**config.mk**
```make
export PLATFORM = sky130hd
export DESIGN_NAME = hmaj_branch_predictor
export DESIGN_NICKNAME = d
export VERILOG_FILES = /design/src/rtl/hmaj_bp_pkg.sv /design/src/rtl/hmaj_bp_entry.sv /design/src/rtl/hmaj_bp_lookup.sv /design/src/rtl/hmaj_branch_predictor.sv
export SDC_FILE = /design/constraint.sdc
export NUM_CORES = 1
export LEC_CHECK = 0
export ABC_AREA = 1
export BUFFER_PORTS_ARGS = -buffer_cell sky130_fd_sc_hd__buf_2
export CAP_MARGIN = 5
export CORE_MARGIN = 1
export CORE_UTILIZATION = 30
export DETAILED_ROUTE_END_ITERATION = 8
export PLACE_DENSITY_LB_ADDON = 0.25
export SETUP_SLACK_MARGIN = 0.1
export SYNTH_ARGS = -nofsm -noshare
export SYNTH_HDL_FRONTEND = slang
export SYNTH_HIERARCHICAL = 1
export SYNTH_SLANG_ARGS = --single-unit
export TNS_END_PERCENT = 10
```
**constraint.sdc**
```tcl
create_clock -name clk -period 2.75 [get_ports clk]
set_clock_uncertainty 0.05 [all_clocks]
set_input_delay 0.55 -clock clk [delete_from_list [all_inputs] [get_ports clk]]
set_output_delay 0.55 -clock clk [all_outputs]
set_load 0.005 [all_outputs]
```
**src/rtl/hmaj_bp_pkg.sv**
```systemverilog
package hmaj_bp_pkg;

  localparam int HIST_D   = 3;
  localparam int CNT_W    = 2;
  localparam logic [CNT_W-1:0] CNT_FULL = CNT_W'(HIST_D);

  typedef enum logic [1:0] {
    BK_COND    = 2'b00,
    BK_LOOP    = 2'b01,
    BK_JUMP    = 2'b10,
    BK_CALLRET = 2'b11
  } br_kind_e;

  // Majority of the three stored outcomes.
  function automatic logic vote3(input logic [HIST_D-1:0] h);
    return (h[0] & h[1]) | (h[0] & h[2]) | (h[1] & h[2]);
  endfunction

  // Kind-based guess used while an entry is still warming up.
  // Anything not recognised falls back to never-taken.
  function automatic logic static_guess(input logic [1:0] kind);
    logic g;
    case (kind)
      BK_COND:    g = 1'b0;
      BK_LOOP:    g = 1'b1;
      BK_JUMP:    g = 1'b1;
      BK_CALLRET: g = 1'b1;
      default:    g = 1'b0;
    endcase
    return g;
  endfunction

  // Next value of the saturating update count.
  function automatic logic [CNT_W-1:0] cnt_next(input logic [CNT_W-1:0] c);
    return (c == CNT_FULL) ? c : c + CNT_W'(1);
  endfunction

endpackage

```
**src/rtl/hmaj_bp_entry.sv**
```systemverilog
module hmaj_bp_entry
  import hmaj_bp_pkg::*;
(
  input  logic              clk,
  input  logic              rst,
  input  logic              wr_en,
  input  logic              wr_taken,
  output logic [HIST_D-1:0] hist_o,
  output logic [CNT_W-1:0]  cnt_o
);

  logic [HIST_D-1:0] hist_q;
  logic [CNT_W-1:0]  cnt_q;

  always_ff @(posedge clk) begin
    if (rst) begin
      hist_q <= '0;
      cnt_q  <= '0;
    end else if (wr_en) begin
      hist_q <= {hist_q[HIST_D-2:0], wr_taken};
      cnt_q  <= cnt_next(cnt_q);
    end
  end

  assign hist_o = hist_q;
  assign cnt_o  = cnt_q;

endmodule

```
**src/rtl/hmaj_bp_lookup.sv**
```systemverilog
module hmaj_bp_lookup
  import hmaj_bp_pkg::*;
#(
  parameter int IDX_W   = 4,
  localparam int ENTRIES = 1 << IDX_W
) (
  input  logic [ENTRIES*HIST_D-1:0] hist_flat,
  input  logic [ENTRIES*CNT_W-1:0]  cnt_flat,
  input  logic [IDX_W-1:0]          idx,
  input  logic [1:0]                kind,
  output logic                      taken
);

  logic [HIST_D-1:0] sel_hist;
  logic [CNT_W-1:0]  sel_cnt;
  logic              warm;

  always_comb begin
    sel_hist = hist_flat[idx*HIST_D +: HIST_D];
    sel_cnt  = cnt_flat[idx*CNT_W +: CNT_W];
    warm     = (sel_cnt == CNT_FULL);
    taken    = warm ? vote3(sel_hist) : static_guess(kind);
  end

endmodule

```
**src/rtl/hmaj_branch_predictor.sv**
```systemverilog
module hmaj_branch_predictor
  import hmaj_bp_pkg::*;
#(
  parameter int PC_W    = 32,
  parameter int IDX_W   = 4,
  parameter int IDX_LSB = 2
) (
  input  logic            clk,
  input  logic            rst,
  input  logic [PC_W-1:0] lk_pc,
  input  logic [1:0]      lk_kind,
  output logic            lk_taken,
  input  logic            up_en,
  input  logic [PC_W-1:0] up_pc,
  input  logic            up_taken
);

  localparam int ENTRIES = 1 << IDX_W;
  localparam int IDX_MSB = IDX_LSB + IDX_W - 1;

  // Named internal wires, also observed by the checker.
  logic [IDX_W-1:0]          lk_idx;
  logic [IDX_W-1:0]          up_idx;
  logic [ENTRIES*HIST_D-1:0] hist_flat;
  logic [ENTRIES*CNT_W-1:0]  cnt_flat;

  assign lk_idx = lk_pc[IDX_MSB:IDX_LSB];
  assign up_idx = up_pc[IDX_MSB:IDX_LSB];

  // Address bits outside the index field play no part.
  logic pc_unused_bits;
  assign pc_unused_bits = ^{lk_pc[PC_W-1:IDX_MSB+1], lk_pc[IDX_LSB-1:0],
                            up_pc[PC_W-1:IDX_MSB+1], up_pc[IDX_LSB-1:0]};

  for (genvar e = 0; e < ENTRIES; e++) begin : g_ent
    logic hit;
    assign hit = up_en && (up_idx == IDX_W'(e));
    hmaj_bp_entry u_ent (
      .clk      (clk),
      .rst      (rst),
      .wr_en    (hit),
      .wr_taken (up_taken),
      .hist_o   (hist_flat[e*HIST_D +: HIST_D]),
      .cnt_o    (cnt_flat[e*CNT_W +: CNT_W])
    );
  end

  hmaj_bp_lookup #(.IDX_W(IDX_W)) u_lookup (
    .hist_flat (hist_flat),
    .cnt_flat  (cnt_flat),
    .idx       (lk_idx),
    .kind      (lk_kind),
    .taken     (lk_taken)
  );

endmodule

```
* After elaboration in Yosys (flattened, before gate mapping)
Cells that the tools add are included.
** Word-level totals
- Register bits after elaboration :: 80
- Output and inout bits :: 1
- Word-level logic and storage cells :: 144
- Bits of input ports :: 70
** Operators by class
- Add/subtract/negate cells :: 16
- Mux-type cells :: 2
- Reductions and logical operators :: 35
- Shift-type cells :: 2
- Multiply operators :: 1
- Equal/unequal tests :: 35
- Bitwise gates (word level) :: 21
** Operator list (number)
- variable part select 48 x 7 -> 3 bit :: 1
- == test 2 bit, second input constant :: 19
- adder 2 x 1 -> 2 bit, second input constant :: 16
- == test 4 bit, second input constant :: 8
- AND reduction 2 bit :: 16
- variable part select 32 x 6 -> 2 bit :: 1
- == test 4 x 3 -> 1 bit, second input constant :: 4
- logical AND 1 bit :: 16
- NOT 1 bit :: 16
- == test 4 x 2 -> 1 bit, second input constant :: 2
- multiplier 4 x 2 -> 6 bit, second input constant :: 1
- == test 4 x 1 -> 1 bit, second input constant :: 1
- zero test 4 bit :: 1
- AND 1 bit :: 3
- OR reduction 3 bit :: 1
- == test 2 x 1 -> 1 bit, second input constant :: 1
- zero test 2 bit :: 1
- OR 1 bit :: 2
- one-hot mux 1 bit (2 select lines) :: 1
- two-way mux 1 bit :: 1

* Logic depth before layout (Yosys ltp)
Gate-level depths: netlist of the first run.
- Word-level depth :: 6
- Depth in mapped cells :: 12
- Depth with buffers taken out :: 11

* Modules after synthesis
The synthesis of the first run kept the hierarchy.
** By module, submodules not included
- hmaj_bp_entry :: times used 16, sequential area each 100.1 µm², cells each 28, area an instance 203.9 µm²
- hmaj_bp_lookup :: times used 1, sequential area each 0.0 µm², cells each 182, area an instance 812.0 µm²
- hmaj_branch_predictor :: times used 1, sequential area each 0.0 µm², cells each 33, area an instance 128.9 µm²

* Worst setup path after synthesis of the first run
Ideal clock, no wire load.
- Kind :: input to output
- Start :: input port lk_pc[2]
- End :: output port lk_taken
- Arrival :: 1.306 ns
- Path slack :: 0.844 ns
- Stages on the path :: 10
- Path buffers :: 2
- Required time :: 2.150 ns
- Cells stage by stage :: buf_6 -> buf_6 -> nor2_1 -> nor2_1 -> o21ai_1 -> o211ai_1 -> nand2_1 -> nand2_1 -> nand3_1 -> nand3_1
** On the way
- Longest elaborated chain between the ends :: 6
** Ends and longest elaborated chain
- start, declared :: RTL line hmaj_branch_predictor.sv:10 : input logic [PC_W-1:0] lk_pc,
- multiplier 4 x 2 -> 6 bit :: RTL line hmaj_bp_lookup.sv:19 : sel_hist = hist_flat[idx*HIST_D +: HIST_D];
- variable part select 48 x 7 -> 3 bit :: RTL line hmaj_bp_lookup.sv:19
- AND 1 bit :: RTL line hmaj_bp_pkg.sv:16 : return (h[0] & h[1]) | (h[0] & h[2]) | (h[1] & h[2]);
- OR 1 bit (2 in series) :: RTL line hmaj_bp_pkg.sv:16
- two-way mux 1 bit * :: RTL line hmaj_bp_lookup.sv:22 : taken = warm ? vote3(sel_hist) : static_guess(kind);
- end, declared :: RTL line hmaj_branch_predictor.sv:12 : output logic lk_taken,
Every way passes the cells marked *; elsewhere a longest branch is shown, timed or not.

* Worst setup path in the final report of the first run
Ends and elaborated chain as after synthesis.

==> results.txt, run 1 <==
Setup repair after global routing left no endpoint under its margin. The first global-routing pass estimated 17500 um of wire. The top cell type's share of synthesized area is 0.381. The share of the clock period used by the worst path came out at 0.904. The number of input and output port buffers inserted is 14. In this run the count of I/O pins placed on the die edge is 71.

The maximum VDD drop is 0.269 mV. The initial antenna violation count came out at 0. The number of global-route vias before repair is 3776. The final-report hold violation count was 0.

The number of antenna diodes in the final layout is 0. The final-layout fill cell count came out at 1503. Clock tree synthesis found a total of 80 sinks. The final worst hold slack is 0.442 ns.

The fraction of final layout cells sized beyond drive strength 1 came out at 0.107. The synthesized instance count came out at 663. The top cell types in the final layout, fill and taps aside, are 191 x nor2_1, 108 x nand2_1, 80 x inv_1, 80 x dfxtp_1, 79 x nand3_1. The antenna violation net count after detailed routing came out at 0. The total wire length came out at 10300 um. The clock tree synthesis step divided the H-tree into 3 levels. The count of maximum capacitance violations is 0. By area the synthesized netlist is led by dfxtp_1 38%, nor2_1 17%, nand2_1 9.6%. Yosys printed 6 warnings.

The cell sitting at the root of the clock tree is a clkbuf_16. The x dimension of the die is 120 um. The TritonCTS clock tree is done. Once the clock tree was built, the setup fixing pass inserted 0 buffers. The total clock buffers created by CTS is 9. The filler-free cell count of the finished design is 866.

Across every metal layer, demand over resource in global routing totals 0.155. A synthesized cell averages 6.34 um2. Measured against its own limit, the worst slew margin works out to 0.675. No sink is reached through more buffers than the 2 on the longest clock path. The shortest period the worst path allows is 2.49 ns. The worst setup path is captured at a primary output. After detailed placement, the design holds a cell count of 850.

The number of slew-limit violations in the final report was 0. The average via count per standard cell is 4.54. The pin count of the biggest net entering global routing came out at 22. After floorplanning, the core was sized to cover 13500 um2. The starting density of the core is 0.313.

The area enclosed by the die boundary is 14500 um2. The vertical extent of the die is 120 um. The run finished with clean final reports.

The detailed-route DRC error count came out at 0. The area added between synthesis and finish is 14.3%. The final count of negative-setup-slack endpoints is 0.

Power spread over the standard cell area amounts to 553 nW/um2. The transition time at the pin with the least slew margin came out at 0.486 ns. The endpoint arrival time on the critical path came out at 1.89 ns. The clock latency reported for the late side of the worst-skew pair is 0.35 ns. The layout net count came out at 771. The worst setup path is of the input port to primary output kind. The summed instance area of the synthesized netlist came out at 4200 um2. The total overflow left after global routing is 0. The biggest area contributor in the post-synthesis netlist is dfxtp_1.

For the worst setup path, the data required time is 2.15 ns. The worst hold path belongs to the class flop to flop. Counting distinct cell types in the post-synthesis netlist gives 19.

The number of storage elements in the synthesis netlist is 80. In the final routed layout, each cell accounts on average for 11.8 um. The floorplan row count is 42. The static leakage is 2.28 nW. For this run, the register share of the synthesized area comes to 0.381. The clock input transition at the sequential cells of the worst setup and hold paths is 0.06 ns.

The final route contains 3935 vias. After layout, the design draws a total of 2.66 mW. The first-pass iteration count of the detailed router is 4. The final-layout setup total negative slack is 0 ns. The maximum frequency from static timing analysis came out at 402 MHz. The total nets after synthesis came out at 749. The DRC marker count from the first detailed-route iteration is 206. The final weighted congestion in routability-driven placement is 0.825.

The final design utilization is 0.357. Detailed placement finished with a half-perimeter wire length of 7480 um. In this run the worst path has a maximum fanout of 21. The nature of the critical path startpoint is an input port. Leaving out fill and tap cells, the most frequent cell in the layout is nor2_1.
==> flip-flops by register name, indices dropped and copies added (netlist names) <==
name and cells:
g_ent.u_ent/hist_o 48, g_ent.u_ent/cnt_o 32
==> what timing repair did <==
action	in CTS	in global routing
hold buffers	0	0
gates resized for setup	0	4
hold endpoints to repair	0	0
endpoints found under the setup margin	0	1
==> cell families after synthesis <==
kind of cell,share of synthesized area
adder cells (fa/ha/maj),0.0476
AND/OR/NAND/NOR,0.390
flip-flops,0.381
AO/OA/AOI/OAI,0.0738
buffers and inverters,0.107
==> Yosys cell counts <==
cell type  count
buf_2          4
buf_4          1
buf_6          4
clkbuf_1       1
clkinv_1       1
dfxtp_1       80
ha_1          16
inv_1         81
inv_2         18
nand2_1      108
nand3_1       79
nand3_2        1
nand4_1        1
nor2_1       191
nor2_2        16
o211ai_1       4
o21ai_0       52
o21ai_1        4
or2_2          1
==> worst max-delay path: stages <==
cell,delay [ns]
buf_2,0.13
inv_4,0.12
buf_12,0.17
nand2_1,0.07
nand3_1,0.06
nand2_1,0.06
nand2_1,0.07
nand2_1,0.07
nor2_1,0.20
nor2_1,0.06
nand2_1,0.06
nand3_1,0.11
buf_2,0.15
==> cell type report <==
type                       count  area, um2  area share
clock inverter                 6       68.8      0.0143
multi-input combinational    473       2150       0.448
tap                          176        220      0.0458
inverter                     100        382      0.0794
timing repair buffer          21        143      0.0297
sequential                    80       1600       0.333
clock buffer                  10        239      0.0497
==> per-stage QoR <==
step / setup WS (ns) / instance area [um2]
after floorplan: 0.844 / 4200
after global placement: 0.211 / 4480
after detailed placement: 0.229 / 4480
after CTS: 0.227 / 4790
after global routing: 0.105 / 4800
final: 0.263 / 4800
==> layer usage <==
layer | vias up | global-route usage | wire (um)
met4 | 0 | 0.0540 | 135
met1 | 1768 | 0.193 | 4970
li1 | 2108 | - | -
met2 | 43 | 0.254 | 4760
met5 | - | 0 | 0
met3 | 16 | 0.0458 | 396
==> final timing paths <==
| path | from | cells past startpoint | slack [ns] | end |
|---|---|---|---|---|
| worst max-delay path | lk_pc[2] | 13 | 0.26 | lk_taken |
| worst min-delay path | g_ent[14].u_ent/hist_o[2] | 2 | 0.44 | g_ent[14].u_ent/hist_o[2] |
| worst max register to register | g_ent[3].u_ent/cnt_o[0] | 5 | 1.72 | g_ent[3].u_ent/cnt_o[1] |
| worst min register to register | g_ent[14].u_ent/hist_o[2] | 2 | 0.44 | g_ent[14].u_ent/hist_o[2] |
==> power by group <==
part	switching (mW)	leakage, nW	internal, mW
combinational	0.148	1.48	0.0758
sequential	0.0190	0.647	1.18
clock	0.500	0.149	0.730
total	0.667	2.28	1.99
Power figures use the tool's default switching activity.
==> run 2: changes to the inputs <==
CORE_UTILIZATION = 40   (was 30)
==> run 2 against run 1 <==
Power fell by 15%. Highest routed layer unchanged. Fmax fell by 1.3%. First-iteration DRC count rose by 0.49%. Final cell count fell by 5.0%. Die area fell by 25%. Critical endpoint unchanged. Combinational power fell by 3%. Global-route usage rose by 3.4 points.
==> results.txt, run 2 (synthesized netlist as in run 1, its figures left out) <==
The die covers 10900 um2. The first TritonRoute pass finished after 5 iterations. The count of pins on the block boundary is 71. The first global-routing pass estimated 16600 um of wire.

The total non-filler cell area in the finished layout came out at 4610 um2. The initial antenna violation count came to 0. The endpoint identified for the worst register-to-register timing path is g_ent[0].u_ent/cnt_o[1]. In this run the worst setup path begins at lk_pc[3].

The initial utilization of the core area, before any placement, comes to 0.409. The worst reg2reg path depth is 5. The initialized floorplan defines 37 standard-cell rows. The flow ran to the end, and the final reports show no timing, DRC or antenna violations. Clock-pin slew was measured on the worst setup and hold paths at 0.08 ns.

Detailed placement ended at an HPWL of 7230 um. The final-layout setup total negative slack is 0 ns. The path class of the tightest hold or removal check is flop to flop. In the global route stage, overall resource usage came out at 0.189. The final-report hold violation count is 0. The final worst hold slack came out at 0.449 ns. In the layout the commonest cells are 191 x nor2_1, 108 x nand2_1, 81 x inv_1, 80 x dfxtp_1, 79 x nand3_1. The worst setup path is launched from an input port.

The fraction of final layout cells sized beyond drive strength 1 came out at 0.0990. The most frequent cell on the critical path is nand3_1. The detailed-route DRC error count is 0. In this run, the number of DRC markers left after iteration 0 of detailed routing was 207.

Excluding fillers, the count of instances in the completed layout stands at 823. The library cell used most frequently in the layout, excluding fill and tap cells, is nor2_1. The total power per unit cell area came out at 492 nW/um2.

The repair_antennas step left the layout with diodes totalling 0. The average via count per standard cell came out at 4.87. In this design, the stage delay of the slowest critical-path cell is 0.29 ns. In the finished design, the share of the clock period the worst path needs comes to 0.917.

The count of maximum capacitance violations is 0. STA puts the critical path data required time at 2.15 ns. The total clock buffers created by CTS came out at 9. The number of global-route vias before repair came out at 3735. The layout net count came out at 769. The maximum frequency from static timing analysis is 397 MHz.

The critical path is of the input port to primary output type. The maximum VDD drop came out at 0.247 mV. The number of cells on the worst hold path is 2. The endpoint arrival time on the critical path came out at 1.92 ns. The final-layout fill cell count came out at 1109. The worst hold path startpoint is g_ent[9].u_ent/hist_o[1]. For the pin with the worst max-slew slack, the measured transition is 0.469 ns.

The start of the worst register-to-register path is g_ent[0].u_ent/cnt_o[0]. Setup violations remaining at the end of the flow were counted as 0. The end of the worst hold path is g_ent[9].u_ent/hist_o[2]. The core area is 10300 um2.

The maximum level of the CTS H-tree is 3. The register with the most flip-flops in the layout has 48 of them. The maximum fanout encountered on the critical timing path came out at 9. At the later pin of the worst-skew pair, clock insertion delay measures 0.34 ns. In this run the cell area measured after placement is 4420 um2. The number of slew-limit violations in the final report was 0.

The final weighted congestion in routability-driven placement came out at 0.808. Walking the worst path, the cells encountered are buf_2 -> inv_1 -> nand3_1 -> nand3_1 -> nand3_1 -> nand2_1 -> nand2_1 -> nor2_1 -> nand2_1 -> nand3_1 -> buf_2. The average wire per cell in the routed design came out at 12.0 um. Grouping stages by cell kind, the critical path spends the most delay in simple AND/OR/NAND/NOR gates. Compared with the post-synthesis result, the final layout area differs by 9.55%. The count of nets left with antenna violations once routing finished came out at 0. The largest individual stage delay along the critical path comes from the cell inv_1. The number of input and output port buffers inserted came out at 14. Setup repair after global routing left no endpoint under its margin. The number of hold-repair buffers added at the cts stage came out at 0. The static leakage is 2.21 nW. The TritonCTS clock tree is done. The pin count of the biggest net entering global routing is 30. The x dimension of the die is 105 um. The shortest period the worst path allows came out at 2.52 ns. The leftover overflow at the end of global routing came out at 0. No sink is reached through more buffers than the 2 on the longest clock path. The total setup buffers inserted after CTS is 0. STA classifies the critical path endpoint as a primary output.

Counting both buffers and inverters, the worst setup path holds a total of 3. The via count is 4009. The clock root buffer is clkbuf_8. The total wire length is 9860 um. The cell count after placement is 808. The internal reg-to-reg setup slack is 1.71 ns. The worst relative slew slack is 0.686. From bottom edge to top edge, the die measures 105 um. The total clock sinks came out at 80.

The number of gates resized after cts is 0.
==> run 2: where the power goes <==
group          total [mW]  switching, mW  internal (mW)
Sequential           1.20         0.0189           1.18
Clock               0.845          0.407          0.439
Combinational       0.217          0.145         0.0723
Total                2.26          0.570           1.69
==> run 2: worst max path at each step <==
stage                     endpoint  slack, ns  cells past startpoint
final                     lk_taken       0.23                     11
after CTS                 lk_taken       0.27                     11
after global routing      lk_taken       0.11                     11
after detailed placement  lk_taken       0.28                     11
after global placement    lk_taken       0.27                     11
after floorplan           lk_taken       0.84                     10
==> run 2: layout make-up <==
cell class	count	area (um2)	area share
clock buffers	12	145	0.0315
flip-flops and latches	80	1600	0.348
multi-input cells	473	2150	0.467
clock inverters	3	42.5	0.00924
well taps	136	170	0.0369
repair buffers	19	120	0.0261
inverters	100	375	0.0815
==> run 2: stage by stage <==
| stage | total power, mW | worst slack, ns | utilization |
|---|---|---|---|
| after CTS | 2.30 | 0.274 | 0.448 |
| after global placement | 1.44 | 0.271 | 0.430 |
| final | 2.26 | 0.230 | 0.448 |
| after global routing | 2.37 | 0.112 | 0.448 |
| after detailed placement | 1.44 | 0.278 | 0.430 |
| after floorplan | 1.38 | 0.844 | - |
==> run 2: worst register-to-register path, stage by stage, from the launching register on <==
cell and delay (ns):
dfxtp_1 0.34, ha_1 0.30, inv_1 0.05, nand3_1 0.06, nand2_1 0.09, nor2_1 0.04
==> run 2: metal layers <==
metal  up-vias  wire length [um]  track usage  part of all wire
met3         9               450       0.0426             0.046
met2        86              4760        0.333              0.48
met4         0               108       0.0500             0.011
met5         -                 0            0                 0
li1       2096                 -            -                 -
met1      1818              4530        0.230              0.46
==> run 3: changes to the inputs <==
--- a/constraint.sdc
+++ b/constraint.sdc
@@ -4,2 +4,2 @@
 set_output_delay 0.55 -clock clk [all_outputs]
-set_load 0.005 [all_outputs]
+set_load 0.05 [all_outputs]
==> run 3 against run 2 <==
Count of clock-buffer cells in the layout down 1. Die area unchanged. Sequential cell count unchanged. Sequential share of layout area down 0.36 points. Fmax down 0.27%. Register-to-register slack worse by 0.03 ns. Hold slack better by 0.0043 ns. Critical path depth up 1. First-iteration DRC count down 27%. Largest cell class unchanged. Highest routed layer unchanged.
==> results.txt, run 3 (synthesized netlist as in run 1, its figures left out) <==
The maximum fanout encountered on the critical timing path is 8. The tree is rooted in a clkbuf_8. The worst setup path is captured at a primary output. The share of the clock period used by the worst path is 0.919. The standard cell area after detailed placement is 4430 um2. The core area came out at 10300 um2. Clock-pin slew was measured on the worst setup and hold paths at 0.08 ns.

Summed over all cells, the static leakage comes to 2.23 nW. The worst relative slew slack came out at 0.684. In this run the deepest clock path goes through 2 buffers. The multi-input logic area came out at 2150 um2. The setup slack after layout is 0.223 ns. The worst slack at placement came out at 0.156 ns. The most frequent cell on the critical path is nand2_1.

Dividing total power by cell area gives a power density of 513 nW/um2. The layout net count came out at 772. The average wire per cell in the routed design is 12.3 um. The area added between synthesis and finish came out at 10.7%.

The number of input and output port buffers inserted is 14. Power comes to 2.39 mW. Across every metal layer, demand over resource in global routing totals 0.196.

The total inserted antenna cells came out at 0. The total non-filler cell area in the finished layout came out at 4650 um2. The critical path is of the input port to primary output type.

After legalization and detailed placement, the total HPWL measured 7460 um. TritonCTS built the clock tree. The fraction of final layout cells sized beyond drive strength 1 came out at 0.107. The largest delay contributor family on the critical path is buffers and inverters. The total setup buffers inserted after CTS is 0.

The via count came out at 4026. Once placement completed, the tool counted placed cells totaling 811. The library cell used most frequently in the layout, excluding fill and tap cells, is nor2_1. The maximum VDD drop is 0.258 mV.

The endpoint arrival time on the critical path came out at 1.93 ns. The maximum frequency from static timing analysis is 396 MHz. The register with the most flip-flops in the layout has 48 of them. The floorplan row count is 37. The share of total power consumed by net switching is 0.259. The leftover overflow at the end of global routing came out at 0.

Data on the critical path is required at its endpoint by 2.15 ns. The detailed-route DRC error count came out at 0. Counting instances, the worst hold path has a depth of 2.

The fraction of power consumed by sequential logic came out at 0.503. The library cells used most frequently in the layout, excluding fill and tap cells, are 191 x nor2_1, 108 x nand2_1, 80 x inv_1, 80 x dfxtp_1, 79 x nand3_1. Max-cap violations in this run came to 0. STA classifies the critical path startpoint as an input port. The initial antenna violation count is 0. The proportion of power drawn by the clock network is 0.402. The first global-routing pass estimated 17200 um of wire. For this configuration, the core starts out at a cell density of 0.409. The longest individual stage delay on the worst path came out at 0.23 ns. The antenna violation net count after detailed routing is 0. The flow ran to the end, and the final reports show no timing, DRC or antenna violations. After the first detailed-routing iteration, the DRC count stood at 151. Setup repair after global routing left no endpoint under its margin. The power share of the combinational group is 0.095.

The number of slew-limit violations in the final report is 0. The final design utilization came out at 0.453. The final-layout setup total negative slack came out at 0 ns. The final-layout fill cell count came out at 1080. The area enclosed by the die boundary is 10900 um2. The average via count per standard cell came out at 4.87. The vertical extent of the die came out at 105 um. The number of cells on the critical path is 12.

The final weighted congestion in routability-driven placement is 0.804. The total clock sinks came out at 80. The final-report hold violation count came out at 0. The register area is 1600 um2. The final worst hold slack is 0.454 ns. After detailed routing, the total wire length is 10200 um. The total clock buffers created by CTS is 9. The net switching power is 0.618 mW. The x dimension of the die came out at 105 um. The count of pins on the block boundary came out at 71. The worst reg2reg path depth came out at 5. The largest individual stage delay along the critical path comes from the cell clkbuf_4. The signal on the critical path passes through buf_2 -> clkinvlp_4 -> buf_4 -> nand3_1 -> nand2_1 -> nand2_1 -> nand2_1 -> nor2_1 -> nor2_1 -> nand2_1 -> nand3_1 -> clkbuf_4. The number of global-route vias before repair is 3904. The internal power of the cells totals 1.77 mW. The maximum level of the CTS H-tree came out at 3. The path class of the lowest-slack min-delay path is flop to flop. The first-pass iteration count of the detailed router came out at 5. The filler-free cell count of the finished design is 827. Counting both buffers and inverters, the worst setup path holds a total of 4. The final count of negative-setup-slack endpoints came out at 0. The pin count of the biggest net entering global routing came out at 22. The clock reaches the later pin of the worst-skew pair after 0.35 ns. For the pin with the worst max-slew slack, the measured transition is 0.472 ns. The shortest period the worst path allows came out at 2.53 ns.
-- run 3: worst paths after layout --
kind	startpoint	endpoint	slack [ns]
hold reg to reg	g_ent[15].u_ent/hist_o[2]	g_ent[15].u_ent/hist_o[2]	0.45
setup reg to reg	g_ent[13].u_ent/cnt_o[0]	g_ent[13].u_ent/cnt_o[1]	1.68
setup / recovery	lk_pc[3]	lk_taken	0.22
hold / removal	g_ent[15].u_ent/hist_o[2]	g_ent[15].u_ent/hist_o[2]	0.45
-- run 3: power groups by stage --
| stage | Sequential, mW | Combinational, mW | Clock, mW |
|---|---|---|---|
| 6_report | 1.20 | 0.226 | 0.960 |
| 2_1_floorplan | 1.22 | 0.157 | 0 |
| 4_1_cts | 1.20 | 0.224 | 0.980 |
| 5_1_grt | 1.21 | 0.258 | 1.03 |
| 3_5_place_dp | 1.23 | 0.223 | 0 |
| 3_3_place_gp | 1.23 | 0.217 | 0 |
-- run 3: what timing repair did --
action | CTS | global route
setup endpoints to repair | 0 | 1
gates resized for setup | 0 | 4
hold buffers | 0 | 0
-- run 3: worst register-to-register path, delay by kind of cell (launching register included) --
family	cells	cell delay, ns
adder cells (fa/ha/maj)	1	0.31
flip-flops	1	0.35
AND/OR/NAND/NOR	3	0.20
buffers and inverters	1	0.07
-- run 3: final cells by class --
type	instances	area share
tap	136	0.0366
sequential	80	0.344
clock inverter	5	0.0175
timing repair buffer	22	0.0293
inverter	100	0.0823
multi-input combinational	473	0.462
clock buffer	11	0.0282
-- run 3: metal layers --
layer  share of wire  vias up  wire (um)  global-route usage
li1                -     2106          -                   -
met1            0.46     1819       4700               0.239
met2            0.48       80       4830               0.340
met3           0.041       21        416              0.0357
met4           0.021        0        209              0.0745
met5               0        -          0                   0
